[src/rtl/ps_pkg.sv]
package ps_pkg;

    typedef enum logic [1:0] {
        PD_RUN,
        PD_SLOWING,
        PD_PARKED,
        PD_RESUMING
    } pd_state_e;

    typedef enum logic {
        PH_LOW,
        PH_HIGH
    } phase_e;

    // log2 of the base ratio selected by the 2-bit code
    function automatic logic [1:0] code_base(input logic [1:0] code);
        logic [1:0] e;
        unique case (code)
            2'b00: e = 2'd1;
            2'b01: e = 2'd2;
            2'b10: e = 2'd3;
            2'b11: e = 2'd0;
        endcase
        return e;
    endfunction

endpackage

[src/rtl/ps_sync.sv]
module ps_sync #(
    parameter int STAGES = 2,
    parameter int W      = 1
) (
    input  logic         clk,
    input  logic         rst_n,
    input  logic [W-1:0] d,
    output logic [W-1:0] q
);
    logic [STAGES-1:0][W-1:0] stg;

    always_ff @(posedge clk or negedge rst_n) begin
        if (!rst_n) begin
            stg <= '0;
        end else begin
            stg[0] <= d;
            for (int i = 1; i < STAGES; i++) begin
                stg[i] <= stg[i-1];
            end
        end
    end

    assign q = stg[STAGES-1];
endmodule

[src/rtl/ps_pd_seq.sv]
module ps_pd_seq
    import ps_pkg::*;
#(
    parameter int PD_STEPS = 4,
    parameter int LVL_W    = 3
) (
    input  logic             clk,
    input  logic             rst_n,
    input  logic             ref_s,
    input  logic             pd_s,
    output logic [LVL_W-1:0] level
);
    localparam logic [LVL_W-1:0] TOP_LVL = LVL_W'(PD_STEPS);

    pd_state_e        state_q, state_d;
    logic [LVL_W-1:0] level_q, level_d;
    logic             ref_d;
    logic             tick;
    logic [LVL_W-1:0] up, dn;

    assign tick = ref_s & ~ref_d;
    assign up   = level_q + LVL_W'(1);
    assign dn   = level_q - LVL_W'(1);

    // state register
    always_ff @(posedge clk or negedge rst_n) begin
        if (!rst_n) begin
            state_q <= PD_RUN;
            level_q <= '0;
            ref_d   <= 1'b0;
        end else begin
            state_q <= state_d;
            level_q <= level_d;
            ref_d   <= ref_s;
        end
    end

    // next state: moves only on a reference tick
    always_comb begin
        state_d = state_q;
        level_d = level_q;
        if (tick) begin
            unique case (state_q)
                PD_RUN: begin
                    if (pd_s) begin
                        level_d = up;
                        state_d = (up == TOP_LVL) ? PD_PARKED : PD_SLOWING;
                    end
                end
                PD_SLOWING, PD_RESUMING: begin
                    if (pd_s) begin
                        level_d = up;
                        state_d = (up == TOP_LVL) ? PD_PARKED : PD_SLOWING;
                    end else begin
                        level_d = dn;
                        state_d = (dn == '0) ? PD_RUN : PD_RESUMING;
                    end
                end
                PD_PARKED: begin
                    if (!pd_s) begin
                        level_d = dn;
                        state_d = (dn == '0) ? PD_RUN : PD_RESUMING;
                    end
                end
            endcase
        end
    end

    // outputs
    always_comb begin
        level = level_q;
    end

    a_r3_level_cap: assert property (@(posedge clk) disable iff (!rst_n)
        level_q <= TOP_LVL);

    a_r4_step_on_tick: assert property (@(posedge clk) disable iff (!rst_n)
        (level_q != $past(level_q)) |-> $past(tick));

    a_r4_step_up: assert property (@(posedge clk) disable iff (!rst_n)
        ($past(tick) && $past(pd_s) && ($past(level_q) != TOP_LVL))
        |-> (level_q == $past(level_q) + LVL_W'(1)));

    a_r5_step_down: assert property (@(posedge clk) disable iff (!rst_n)
        ($past(tick) && !$past(pd_s) && ($past(level_q) != '0))
        |-> (level_q == $past(level_q) - LVL_W'(1)));

    a_r9_state_level: assert property (@(posedge clk) disable iff (!rst_n)
        (state_q == PD_RUN) |-> (level_q == '0));
endmodule

[src/rtl/ps_divider.sv]
module ps_divider
    import ps_pkg::*;
#(
    parameter int MAX_E = 7,
    parameter int E_W   = 3,
    parameter int CNT_W = 7,
    parameter int LVL_W = 3
) (
    input  logic             clk,
    input  logic             rst_n,
    input  logic [1:0]       n_code,
    input  logic [LVL_W-1:0] level,
    input  logic             oe_s,
    output logic             fout
);
    localparam logic [E_W-1:0] MAX_EV = E_W'(MAX_E);

    function automatic logic [CNT_W-1:0] half_len(input logic [E_W-1:0] e);
        return {CNT_W{1'b1}} >> (MAX_EV - e);
    endfunction

    phase_e           phase_q, phase_d;
    logic [CNT_W-1:0] cnt_q, cnt_d;
    logic [E_W-1:0]   e_cur, e_d, e_tgt;
    logic             oe_cur, oe_d;
    logic             fout_q, fout_d;
    logic             boundary;

    assign e_tgt    = E_W'(code_base(n_code)) + E_W'(level);
    assign boundary = (cnt_q == '0) && (phase_q == PH_LOW);

    // state register
    always_ff @(posedge clk or negedge rst_n) begin
        if (!rst_n) begin
            phase_q <= PH_LOW;
            cnt_q   <= '0;
            e_cur   <= '0;
            oe_cur  <= 1'b0;
            fout_q  <= 1'b0;
        end else begin
            phase_q <= phase_d;
            cnt_q   <= cnt_d;
            e_cur   <= e_d;
            oe_cur  <= oe_d;
            fout_q  <= fout_d;
        end
    end

    // next state: LOW->HIGH is the only place ratio and enable change
    always_comb begin
        phase_d = phase_q;
        cnt_d   = cnt_q - CNT_W'(1);
        e_d     = e_cur;
        oe_d    = oe_cur;
        if (cnt_q == '0) begin
            unique case (phase_q)
                PH_LOW: begin
                    phase_d = PH_HIGH;
                    e_d     = e_tgt;
                    oe_d    = oe_s;
                    cnt_d   = half_len(e_tgt);
                end
                PH_HIGH: begin
                    phase_d = PH_LOW;
                    cnt_d   = half_len(e_cur);
                end
            endcase
        end
        fout_d = (phase_d == PH_HIGH) && oe_d;
    end

    // outputs
    always_comb begin
        fout = fout_q;
    end

    a_r6_ratio_at_boundary: assert property (@(posedge clk) disable iff (!rst_n)
        (e_cur != $past(e_cur)) |-> $past(boundary));

    a_r7_enable_at_boundary: assert property (@(posedge clk) disable iff (!rst_n)
        (oe_cur != $past(oe_cur)) |-> $past(boundary));

    a_r2_count_in_range: assert property (@(posedge clk) disable iff (!rst_n)
        cnt_q <= half_len(e_cur));

    a_r7_no_runt: assert property (@(posedge clk) disable iff (!rst_n)
        ($fell(fout_q)) |-> ($past(cnt_q) == '0));
endmodule

[src/rtl/postdiv_pd.sv]
module postdiv_pd #(
    parameter int PD_STEPS    = 4,
    parameter int SYNC_STAGES = 2
) (
    input  logic       vco2x_clk,
    input  logic       ref_clk,
    input  logic       rst_n,
    input  logic [1:0] n_code,
    input  logic       pd_req,
    input  logic       out_en,
    output logic       fout
);
    localparam int MAX_E = 3 + PD_STEPS;
    localparam int E_W   = $clog2(MAX_E + 1);
    localparam int CNT_W = MAX_E;
    localparam int LVL_W = $clog2(PD_STEPS + 1);

    logic [2:0]       raw_in, synced;
    logic [LVL_W-1:0] level;

    assign raw_in = {out_en, pd_req, ref_clk};

    ps_sync #(.STAGES(SYNC_STAGES), .W(3)) u_sync (
        .clk   (vco2x_clk),
        .rst_n (rst_n),
        .d     (raw_in),
        .q     (synced)
    );

    ps_pd_seq #(.PD_STEPS(PD_STEPS), .LVL_W(LVL_W)) u_seq (
        .clk   (vco2x_clk),
        .rst_n (rst_n),
        .ref_s (synced[0]),
        .pd_s  (synced[1]),
        .level (level)
    );

    ps_divider #(.MAX_E(MAX_E), .E_W(E_W), .CNT_W(CNT_W), .LVL_W(LVL_W)) u_div (
        .clk    (vco2x_clk),
        .rst_n  (rst_n),
        .n_code (n_code),
        .level  (level),
        .oe_s   (synced[2]),
        .fout   (fout)
    );
endmodule

[config.mk]
export PLATFORM = sky130hd
export DESIGN_NAME = postdiv_pd
export DESIGN_NICKNAME = d
export VERILOG_FILES = /design/src/rtl/ps_pkg.sv /design/src/rtl/ps_sync.sv /design/src/rtl/ps_pd_seq.sv /design/src/rtl/ps_divider.sv /design/src/rtl/postdiv_pd.sv
export SDC_FILE = /design/constraint.sdc
export NUM_CORES = 1
export LEC_CHECK = 0
export BUFFER_PORTS_ARGS = -buffer_cell sky130_fd_sc_hd__buf_4
export CORE_UTILIZATION = 45
export CTS_CLUSTER_SIZE = 12
export DETAILED_ROUTE_END_ITERATION = 10
export GPL_TIMING_DRIVEN = 0
export PLACE_DENSITY = 0.75
export SYNTH_ARGS = -nofsm -noshare
export SYNTH_HDL_FRONTEND = slang
export SYNTH_SLANG_ARGS = --single-unit
export TNS_END_PERCENT = 10
[constraint.sdc]
create_clock -name vco2x_clk -period 1.76 [get_ports vco2x_clk]
set_clock_uncertainty 0.15 [all_clocks]
set_input_delay 0.352 -clock vco2x_clk [delete_from_list [all_inputs] [get_ports vco2x_clk]]
set_output_delay 0.352 -clock vco2x_clk [all_outputs]
set_load 0.05 [all_outputs]
==> qor.yml, run 1 <==
outcome: "finished with violations"
violations: "negative setup slack"
ys_async_sr_fraction_pct: 100.0
port_buffers: 7
hold_depth: 0
crit_chain: "ha_1, inv_1, fa_2, nor2_1, a32o_2, a21oi_2, nor3_2"
final_antenna_net_count: 0
syn2layout_area_growth_pct: 21.74
start_util_pct: 47.59
max_freq_mhz: 529.5
syn_avg_cell_area_um2: 10.51
worst_pin_slew_ps: 374.4
syn-num-nets: 142
antenna_found_initial: 0
rsz0062_at_grt: "true"
gr-total-overflow: 0
insertion_delay_ps: 320
synth_most_common_cell: "dfrtp_1"
grt_use_total_pct: 16.04
clk_pin_slew_ps: 140
synth_top_area_cell: "dfrtp_1"
pwr_density_cell_mw_per_mm2: 1113
setup-violations-final: 7
ys_warn_count: 0
slew_violations: 0
min_path_type: "reg2reg"
critPathSlowestCell: "fa_2"
cpPeakStageDelay_ps: 550
cts_buffers: 3
endpoint_kind: "flop"
synthCells: 126
final_hold_viol_count: 0
layout_setup_ws_ps: -128.4
hpwl_um: 1591
drcViolationCount: 0
grt_max_degree: 26
worstPathRequired_ps: 1830
rows: 19
hp-start: "u_sync.stg[1]"
root_buffer: "clkbuf_4"
min_period_ps: 1888
cp.arrival_ps: 1960
h-tree-depth: 1
antenna_cells: 0
dieWidth_um: 56.24
synth.distinct_cells: 33
nets: 165
routedWlPerCell_um: 13.41
grt_pass1_wl_um: 4050
syn_area_mm2: 0.001324
cp_max_fo: 3
rr_startpoint: "u_seq.level[0]"
synth_top_area_share_pct: 47.26
io_pins: 8
drt_first_pass_iters: 4
worstRegToRegCells: 7
globalplace.congestion: 0.8551
yosys-top-cells-area: "dfrtp_1, ha_1, xnor2_1, xor2_1, a21oi_1"
cts_buffer_depth: 2
die_area_mm2: 0.003162
cts_tree: "done"
synthFlopType: "dfrtp_1"
synth_enable_flop_cells: 0
final_cells: 179
ir_worst_vdd_mv: 0.8652
timing.slew.headroom_pct: 74.99
placed_area_mm2: 0.001418
clock-sinks: 25
r2r_slack_ps: -130
period_share_pct: 107.3
core-area_mm2: 0.002781
fp.dieH_um: 56.24
ys_seq_area_share_pct: 47.26
wl_um: 2401
dp_cells: 164
layout-drive-gt1-share_pct: 27.70
p_leak_nw: 0.7398
critPathLaunchType: "flop"
ys_ff_latch: 25
grt_pass1_vias: 940
post-place-ws_ps: -281.6
synth_common_cells: "dfrtp_1, inv_1, nand2_1"
drt_iter0_drc: 23
critPathKind: "reg2reg"
num_vias: 980
whs_endpoint: "u_sync.q[1]"
final_area_mm2: 0.001612
drv_cap: 0
reg2reg_to: "u_div.cnt_q[6]"
via_per_inst: 5.475
## repair_timing
action,CTS,global route
endpoints found under the setup margin,9,11
hold buffers,4,0
hold endpoints to repair,28,0
pin swaps,8,6
resized for setup,5,11
setup buffers,7,0
## worst max-delay path: cells and delay by family, from the launching register on
kind / cells / cell delay (ps)
AO/OA/AOI/OAI: 2 / 400
adder cells (fa/ha/maj): 2 / 690
buffers and inverters: 1 / 50
flip-flops: 1 / 390
AND/OR/NAND/NOR: 2 / 110
## layout make-up
| cell class | instances | area (um^2) |
|---|---|---|
| fillers | 211 | 1170 |
| multi-input cells | 88 | 714.4 |
| flip-flops and latches | 25 | 626.9 |
| repair buffers | 18 | 145.1 |
| inverters | 11 | 46.29 |
| well taps | 31 | 38.79 |
| clock buffers | 3 | 22.52 |
| plain buffers | 2 | 10.01 |
| clock inverters | 1 | 7.507 |
## power by group
part / switching [mW] / internal (mW) / total [mW]
logic: 0.450 / 0.366 / 0.816
clock network: 0.176 / 0.0868 / 0.263
registers: 0.0744 / 0.641 / 0.715
## how the worst max path moves through the flow
| stage | start | to | slack (ps) | cells after the start |
|---|---|---|---|---|
| 6_report | u_seq.level[0] | u_div.cnt_q[6] | -130 | 7 |
| 5_1_grt | u_seq.level[0] | u_div.cnt_q[2] | -190 | 7 |
| 4_1_cts | u_seq.level[0] | u_div.cnt_q[6] | -100 | 7 |
| 3_5_place_dp | n_code[0] | u_div.cnt_q[6] | -280 | 9 |
| 3_3_place_gp | n_code[0] | u_div.cnt_q[0] | -240 | 9 |
| 2_1_floorplan | u_seq.level[0] | u_div.cnt_q[6] | -70 | 7 |
## through the flow
step	hold WS, ps	util, %	setup TNS (ps)	power (mW)
3_3_place_gp	115.1	50.97	-1557	1.308
5_1_grt	227.8	57.94	-1104	1.920
3_5_place_dp	117.0	50.97	-1878	1.342
2_1_floorplan	-93.59	-	-320.5	1.194
4_1_cts	222.8	56.10	-480.6	1.689
6_report	216.7	57.94	-398.7	1.794
## cell usage in the layout, fill, tap and decap left out, types with 3 or more instances in the layout
cell / instances
a21oi_1: 7
buf_4: 14
clkbuf_4: 3
dfrtp_1: 24
dlygate4sd3_1: 4
ha_1: 7
inv_1: 10
nand2_1: 10
nand2b_1: 5
nand3_1: 4
nor2_1: 7
nor3_1: 4
o21ai_0: 3
o22ai_2: 3
xnor2_1: 5
xor2_1: 5
## per-layer routing
metal / up-vias / track usage (%) / part of all wire [%]
met1: 488 / 22.97 / 47
met3: 4 / 1.395 / 1.2
met2: 13 / 25.85 / 51
met4: 0 / 5.226 / 1.4
met5: - / 0 / 0
li1: 475 / - / -
## logic make-up after synthesis
group                      Yosys count  synth area share, %
DFF                                 25                47.26
buffers and inverters               13                4.254
adders and majority gates            9                9.074
AOI/OAI and AO/OA                   26                13.04
xor gates and xnor gates            12                7.939
and+or+nand+nor                     39                16.83
muxes                                2                1.607
## flip-flops by register name (all words and copies together), names as in the netlist
| name | cells |
|---|---|
| u_sync.stg | 3 |
| u_div.fout | 1 |
| u_div.oe_cur | 1 |
| u_div.cnt_q | 7 |
| u_sync.q | 3 |
| u_seq.level | 3 |
| u_seq.ref_d | 1 |
| u_div.e_cur | 3 |
| u_seq.state_q | 2 |
| u_div.phase_q | 1 |
Note: power is estimated with default switching activity, not from simulation.
==> run 2, diff against run 1 <==
--- a/config.mk
+++ b/config.mk
@@ -9,7 +9,7 @@
 export CORE_UTILIZATION = 45
 export CTS_CLUSTER_SIZE = 12
 export DETAILED_ROUTE_END_ITERATION = 10
-export GPL_TIMING_DRIVEN = 0
+export GPL_TIMING_DRIVEN = 1
 export PLACE_DENSITY = 0.75
 export SYNTH_ARGS = -nofsm -noshare
 export SYNTH_HDL_FRONTEND = slang
==> constraint.sdc (replaced) <==
create_clock -name vco2x_clk -period 1.72 [get_ports vco2x_clk]
set_clock_uncertainty 0.15 [all_clocks]
set_input_delay 0.344 -clock vco2x_clk [delete_from_list [all_inputs] [get_ports vco2x_clk]]
set_output_delay 0.344 -clock vco2x_clk [all_outputs]
set_load 0.05 [all_outputs]
==> run 2 against run 1 <==
Effect of this change:
- the flow still finishes with violations (negative setup slack)
- worst hold slack worse by 0.66 ps
- largest power group unchanged
- via count down 0.41%
- sequential share of layout area down 0.14 points
==> qor.yml, run 2 (synthesized netlist as in run 1, its figures left out) <==
grt_max_degree: 26  # unchanged
final_common_cell: "dfrtp_1"
final_cells: 182  # +1.7%
clk_pin_slew_ps: 130  # about the same
drt_first_pass_iters: 5  # +1
pwr_density_cell_mw_per_mm2: 1115  # +0.12%
top_usage_layer: "met2"
grt_pass1_wl_um: 4229  # +4.4%
rows: 19  # unchanged
clock-sinks: 25  # unchanged
drcViolationCount: 0  # unchanged
worstPathRequired_ps: 1790  # -40 ps
critPathKind: "reg2reg"
via_per_inst: 5.363  # -2.0%
rr_startpoint: "u_seq.level[0]"
placed_area_mm2: 0.001490  # +5.1%
core-area_mm2: 0.002781  # unchanged
fill_cells: 209  # -0.95%
num_vias: 976  # -0.41%
dp_cells: 173  # +5.5%
grt.met1_usage_pct: 22.60  # -0.38 points
syn2layout_area_growth_pct: 21.93
drt_iter0_drc: 25  # +8.7%
cp.arrival_ps: 1930  # -30 ps
worst_pin_slew_ps: 393.1  # +18.65 ps
largest_reg_flops: 7  # unchanged
nets: 168  # +1.8%
dieWidth_um: 56.24  # unchanged
critPathLaunchType: "flop"
multi_input_area_um2: 689.4  # -3.5%
wl_um: 2477  # +3.2%
endpoint_kind: "flop"
cp_max_fo: 3  # unchanged
period_share_pct: 108.3  # +0.96 points
routedWlPerCell_um: 13.61  # +1.5%
fin_setup_tns_ps: -698.0  # -299.2 ps
cts_buffer_depth: 2  # unchanged
layout-drive-gt1-share_pct: 28.48  # +0.77 points
grt_pass1_vias: 968  # +3.0%
insertion_delay_ps: 320  # about the same
start_util_pct: 47.59  # unchanged
min_period_ps: 1862  # -26.38 ps
globalplace.congestion: 0.8588  # +0.43%
setup-violations-final: 8  # +1
hpwl_um: 1821  # +14%
cts_buffers: 3  # unchanged
layout.area.seq_um2: 625.6  # -0.20%
max_freq_mhz: 537.0  # +1.4%
h-tree-depth: 1  # unchanged
drv_cap: 0  # unchanged
slew_violations: 0  # unchanged
p_leak_nw: 0.7444  # +0.62%
hp-start: "u_sync.stg[2]"
mostFrequentLayoutCells: "dfrtp_1, buf_4, nand2_1, inv_1"
timing.slew.headroom_pct: 73.52  # -1.5 points
p_total_mw: 1.799  # +0.28%
layout_setup_ws_ps: -142.0  # -13.62 ps
startpoint: "u_seq.level[0]"
min_path_type: "reg2reg"
hold_ws_ps: 216.0  # -0.6590 ps
grt_use_total_pct: 17.31  # +1.3 points
final_hold_viol_count: 0  # unchanged
outcome: "finished with violations"
grt_use_met3_pct: 2.326  # +0.93 points
final_area_mm2: 0.001614  # +0.16%
port_buffers: 7  # unchanged
rsz0062_at_grt: "true"
fin_util_pct: 58.03  # +0.090 points
io_pins: 8  # unchanged
gr-total-overflow: 0  # unchanged
antenna_found_initial: 0  # unchanged
cts_tree: "done"
violations: "negative setup slack"
final_antenna_net_count: 0  # unchanged
ir_worst_vdd_mv: 0.8614  # -0.45%
die_area_mm2: 0.003162  # unchanged
root_buffer: "clkbuf_4"
use_met2_pct: 28.74  # +2.9 points
antenna_cells: 0  # unchanged
fp.dieH_um: 56.24  # unchanged
top_register: "u_div.cnt_q"
post-place-ws_ps: -300.8  # -19.25 ps
-- run 2: cell count changes in the layout (fill, tap and decap cells not counted), sizes merged --
cell,previous run,this run
clkinvlp,1,0
buf,16,19
clkinv,1,2
-- run 2: worst paths after layout --
| kind | to | slack, ps | depth (start not counted) |
|---|---|---|---|
| hold / removal | u_sync.q[2] | 220 | 0 |
| setup / recovery | u_div.cnt_q[2] | -140 | 7 |
| max in group asynchronous | u_seq.level[2] | 890 | 2 |
| min in group asynchronous | u_seq.ref_d | 290 | 2 |
| setup reg to reg | u_div.cnt_q[2] | -140 | 7 |
| hold reg to reg | u_sync.q[2] | 220 | 0 |
-- run 2: final cells by class --
type / instances / area share [%]
multi-input cells: 88 / 42.71
clock inverters: 1 / 0.3101
inverters: 11 / 2.868
clock buffers: 3 / 1.395
flip-flops and latches: 25 / 38.76
repair buffers: 23 / 11.55
well taps: 31 / 2.403
-- run 2: timing repair --
item | 4_1_cts | 5_1_grt
hold buffers | 4 | 0
hold endpoints to repair | 28 | 0
endpoints found under the setup margin | 8 | 13
setup buffers | 1 | 0
resized for setup | 5 | 8
pin swaps | 6 | 4
-- run 2: layer usage --
metal	vias to the layer above	routed length [um]
met5	-	0
met4	0	42
met3	4	48
met2	19	1266
met1	471	1119
li1	482	-
-- run 2: where the power goes --
group	switching [mW]	internal [mW]	total (mW)
combinational	0.425	0.364	0.789
sequential	0.0978	0.654	0.752
clock	0.171	0.0871	0.258
total	0.695	1.10	1.80
-- run 2: worst max-delay path, stage by stage, from the launching register on --
cell	delay, ps
dfrtp_1	380
ha_1	150
inv_1	50
fa_2	550
nor2_1	50
a32o_1	220
nor3_1	160
a21oi_1	60
==> run 3, diff against run 2 <==
--- a/config.mk
+++ b/config.mk
@@ -13,5 +13,6 @@
 export PLACE_DENSITY = 0.75
 export SYNTH_ARGS = -nofsm -noshare
 export SYNTH_HDL_FRONTEND = slang
+export SYNTH_HIERARCHICAL = 1
 export SYNTH_SLANG_ARGS = --single-unit
 export TNS_END_PERCENT = 10
==> run 3 against run 2 <==
Effect of this change:
- the run still ends with negative setup slack left
- first-iteration DRC count decreased by 8.0%
- setup slack lost 190 ps
- worst hold slack got worse by 4.4 ps
==> qor.yml, run 3 <==
pwr_density_cell_mw_per_mm2: 1627  # +46%
combPwrFrac_pct: 52.8  # +8.9 points
synth.distinct_cells: 35  # +6.1%
ys_async_sr_fraction_pct: 100.0  # unchanged
synth_top_area_cell: "dfrtp_1"
grt_use_total_pct: 15.23  # -2.1 points
final_cells: 174  # -4.4%
cts_buffer_depth: 2  # unchanged
antenna_found_initial: 0  # unchanged
p_leak_nw: 0.7340  # -1.4%
grt_pass1_vias: 934  # -3.5%
wl_um: 2130  # -14%
clkPwrFrac_pct: 9.5  # -4.9 points
critPathKind: "in2reg"
synth_top_area_share_pct: 46.90  # -0.35 points
cts_tree: "done"
synth_most_common_cell: "dfrtp_1"
final_antenna_net_count: 0  # unchanged
io_pins: 8  # unchanged
outcome: "finished with violations"
slew_violations: 0  # unchanged
timing.slew.headroom_pct: 75.72  # +2.2 points
seq_power_share_pct: 37.7  # -4.1 points
grt_pass1_wl_um: 3808  # -10%
mostFrequentLayoutCells: "dfrtp_1, buf_4, a21oi_1, nand2_1"
period_share_pct: 119.1  # +11 points
rows: 19  # unchanged
dp_cells: 166  # -4.0%
top_register: "u_div/cnt_q"
grt_max_degree: 26  # unchanged
sw_frac_of_total_pct: 39.68  # +1.1 points
hpwl_um: 1635  # -10%
drcViolationCount: 0  # unchanged
layout_setup_ws_ps: -328.3  # -186.3 ps
ys_ff_latch: 25  # unchanged
start_util_pct: 47.95  # +0.36 points
h-tree-depth: 1  # unchanged
antenna_cells: 0  # unchanged
largest_reg_flops: 7  # unchanged
max_freq_mhz: 488.2  # -9.1%
ys_seq_area_share_pct: 46.90  # -0.35 points
clock-sinks: 25  # unchanged
synthCells: 122  # -3.2%
worstPathRequired_ps: 1790  # about the same
syn-num-nets: 140  # -1.4%
setup-violations-final: 13  # +5
fp.dieH_um: 56.44  # +0.36%
insertion_delay_ps: 320  # about the same
synthFlopType: "dfrtp_1"
worstRegToRegCells: 6  # -1
p_int_mw: 1.612  # +46%
min_path_type: "reg2reg"
yosys-top-cells-area: "dfrtp_1, ha_1, xor2_1, a21oi_1, mux2_2"
layout-drive-gt1-share_pct: 34.97  # +6.5 points
synth_common_cells: "dfrtp_1, a21oi_1, ha_1"
globalplace.congestion: 0.8519  # -0.80%
via_per_inst: 5.379  # +0.31%
hold_depth: 0  # unchanged
drt_iter0_drc: 23  # -8.0%
p_total_mw: 2.672  # +49%
drv_cap: 0  # unchanged
syn2layout_area_growth_pct: 23.17
drt_first_pass_iters: 4  # -1
nets: 162  # -3.6%
rsz0062_at_grt: "true"
endpoint_kind: "flop"
min_period_ps: 2048  # +186.3 ps
final_common_cell: "dfrtp_1"
cp.arrival_ps: 2110  # +180 ps
num_vias: 936  # -4.1%
final_hold_viol_count: 0  # unchanged
root_buffer: "clkbuf_4"
routedWlPerCell_um: 12.24  # -10%
cp_max_fo: 6  # +3
clk_pin_slew_ps: 130  # about the same
gr-total-overflow: 0  # unchanged
p_switching_mw: 1.060  # +53%
critPathLaunchType: "primary input"
syn_area_mm2: 0.001334  # +0.76%
worst_pin_slew_ps: 364.1  # -28.96 ps
synth_enable_flop_cells: 0  # unchanged
port_buffers: 7  # unchanged
dieWidth_um: 56.44  # +0.36%
ir_worst_vdd_mv: 0.9934  # +15%
cts_buffers: 3  # unchanged
ys_warn_count: 6  # +6
syn_avg_cell_area_um2: 10.93  # +4.1%
die_area_mm2: 0.003185  # +0.73%
violations: "negative setup slack"
core-area_mm2: 0.002781  # unchanged
## run 3: cell count changes in the layout (fill, tap and decap cells not counted), moves of 3 or more
| cell | before | now |
|---|---|---|
| nor3_1 | 5 | 2 |
| nand2b_1 | 5 | 1 |
| nand3_1 | 4 | 1 |
| inv_1 | 9 | 3 |
| o21ai_0 | 3 | 6 |
| inv_2 | 1 | 6 |
## run 3: kinds of logic after synthesis
| logic type | synth area share (%) |
|---|---|
| and+or+nand+nor | 12.01 |
| adders and majority gates | 10.88 |
| AOI/OAI and AO/OA | 12.01 |
| muxes | 6.003 |
| xor gates and xnor gates | 7.223 |
| DFF | 46.90 |
| buffers and inverters | 4.972 |
## run 3: layout make-up
type	instances	area [um^2]
clock buffer	4	26.28
fill	218	1139
inverter	9	33.78
multi-input combinational	83	739.5
sequential	25	625.6
tap	31	38.79
timing repair buffer	22	178.9
## run 3: critical path: stages
cell and delay [ps]:
buf_4 80, inv_1 30, ha_2 160, or2_4 250, ha_4 150, fa_2 330, xor2_1 190, mux2_4 320
a2111oi_4 190, a21oi_1 60
## run 3: repair_timing
action | CTS | global route
setup endpoints to repair | 14 | 14
gates resized for setup | 4 | 16
pin swaps | 0 | 3
hold buffers | 4 | 0
cloned | 0 | 0
setup buffers | 0 | 0
hold endpoints to repair | 28 | 0
## run 3: stage by stage
step | hold WS, ps | utilization (%) | setup WS, ps | TNS, ps | cell area [um^2]
2_1_floorplan | -101.6 | - | -552.1 | -4526 | 1366
4_1_cts | 217.1 | 57.04 | -364.1 | -2954 | 1587
3_5_place_dp | 109.7 | 54.21 | -719.6 | -5987 | 1508
6_report | 211.7 | 59.06 | -328.3 | -2363 | 1643
3_3_place_gp | 105.2 | 54.21 | -668.7 | -5546 | 1508
5_1_grt | 226.0 | 59.06 | -392.2 | -3269 | 1643
## run 3: path summary, 6_finish.rpt
| kind | from | endpoint | slack (ps) |
|---|---|---|---|
| max | n_code[1] | u_div/cnt_q[1] | -330 |
| min | u_sync/stg[0] | u_sync/q[0] | 210 |
| max reg2reg | u_seq/level[0] | u_div/cnt_q[1] | -210 |
| min reg2reg | u_sync/stg[0] | u_sync/q[0] | 210 |
| max in group asynchronous | rst_n | u_seq/level[2] | 890 |
| min in group asynchronous | rst_n | u_div/cnt_q[4] | 280 |
## run 3: metal layers
layer,vias up,GRT usage [%],share of wire [%]
met5,-,0,0
met4,0,7.317,1.8
met3,5,2.765,4.6
met2,23,24.20,46
met1,451,20.09,48
li1,457,-,-
## run 3: power by group through the flow
stage | clock network, mW | logic (mW) | registers [mW]
6_report | 0.253 | 1.41 | 1.01
2_1_floorplan | 0 | 0.846 | 1.00
4_1_cts | 0.269 | 1.31 | 1.00
3_5_place_dp | 0 | 1.27 | 1.00
3_3_place_gp | 0 | 1.22 | 0.988
5_1_grt | 0.288 | 1.56 | 1.04
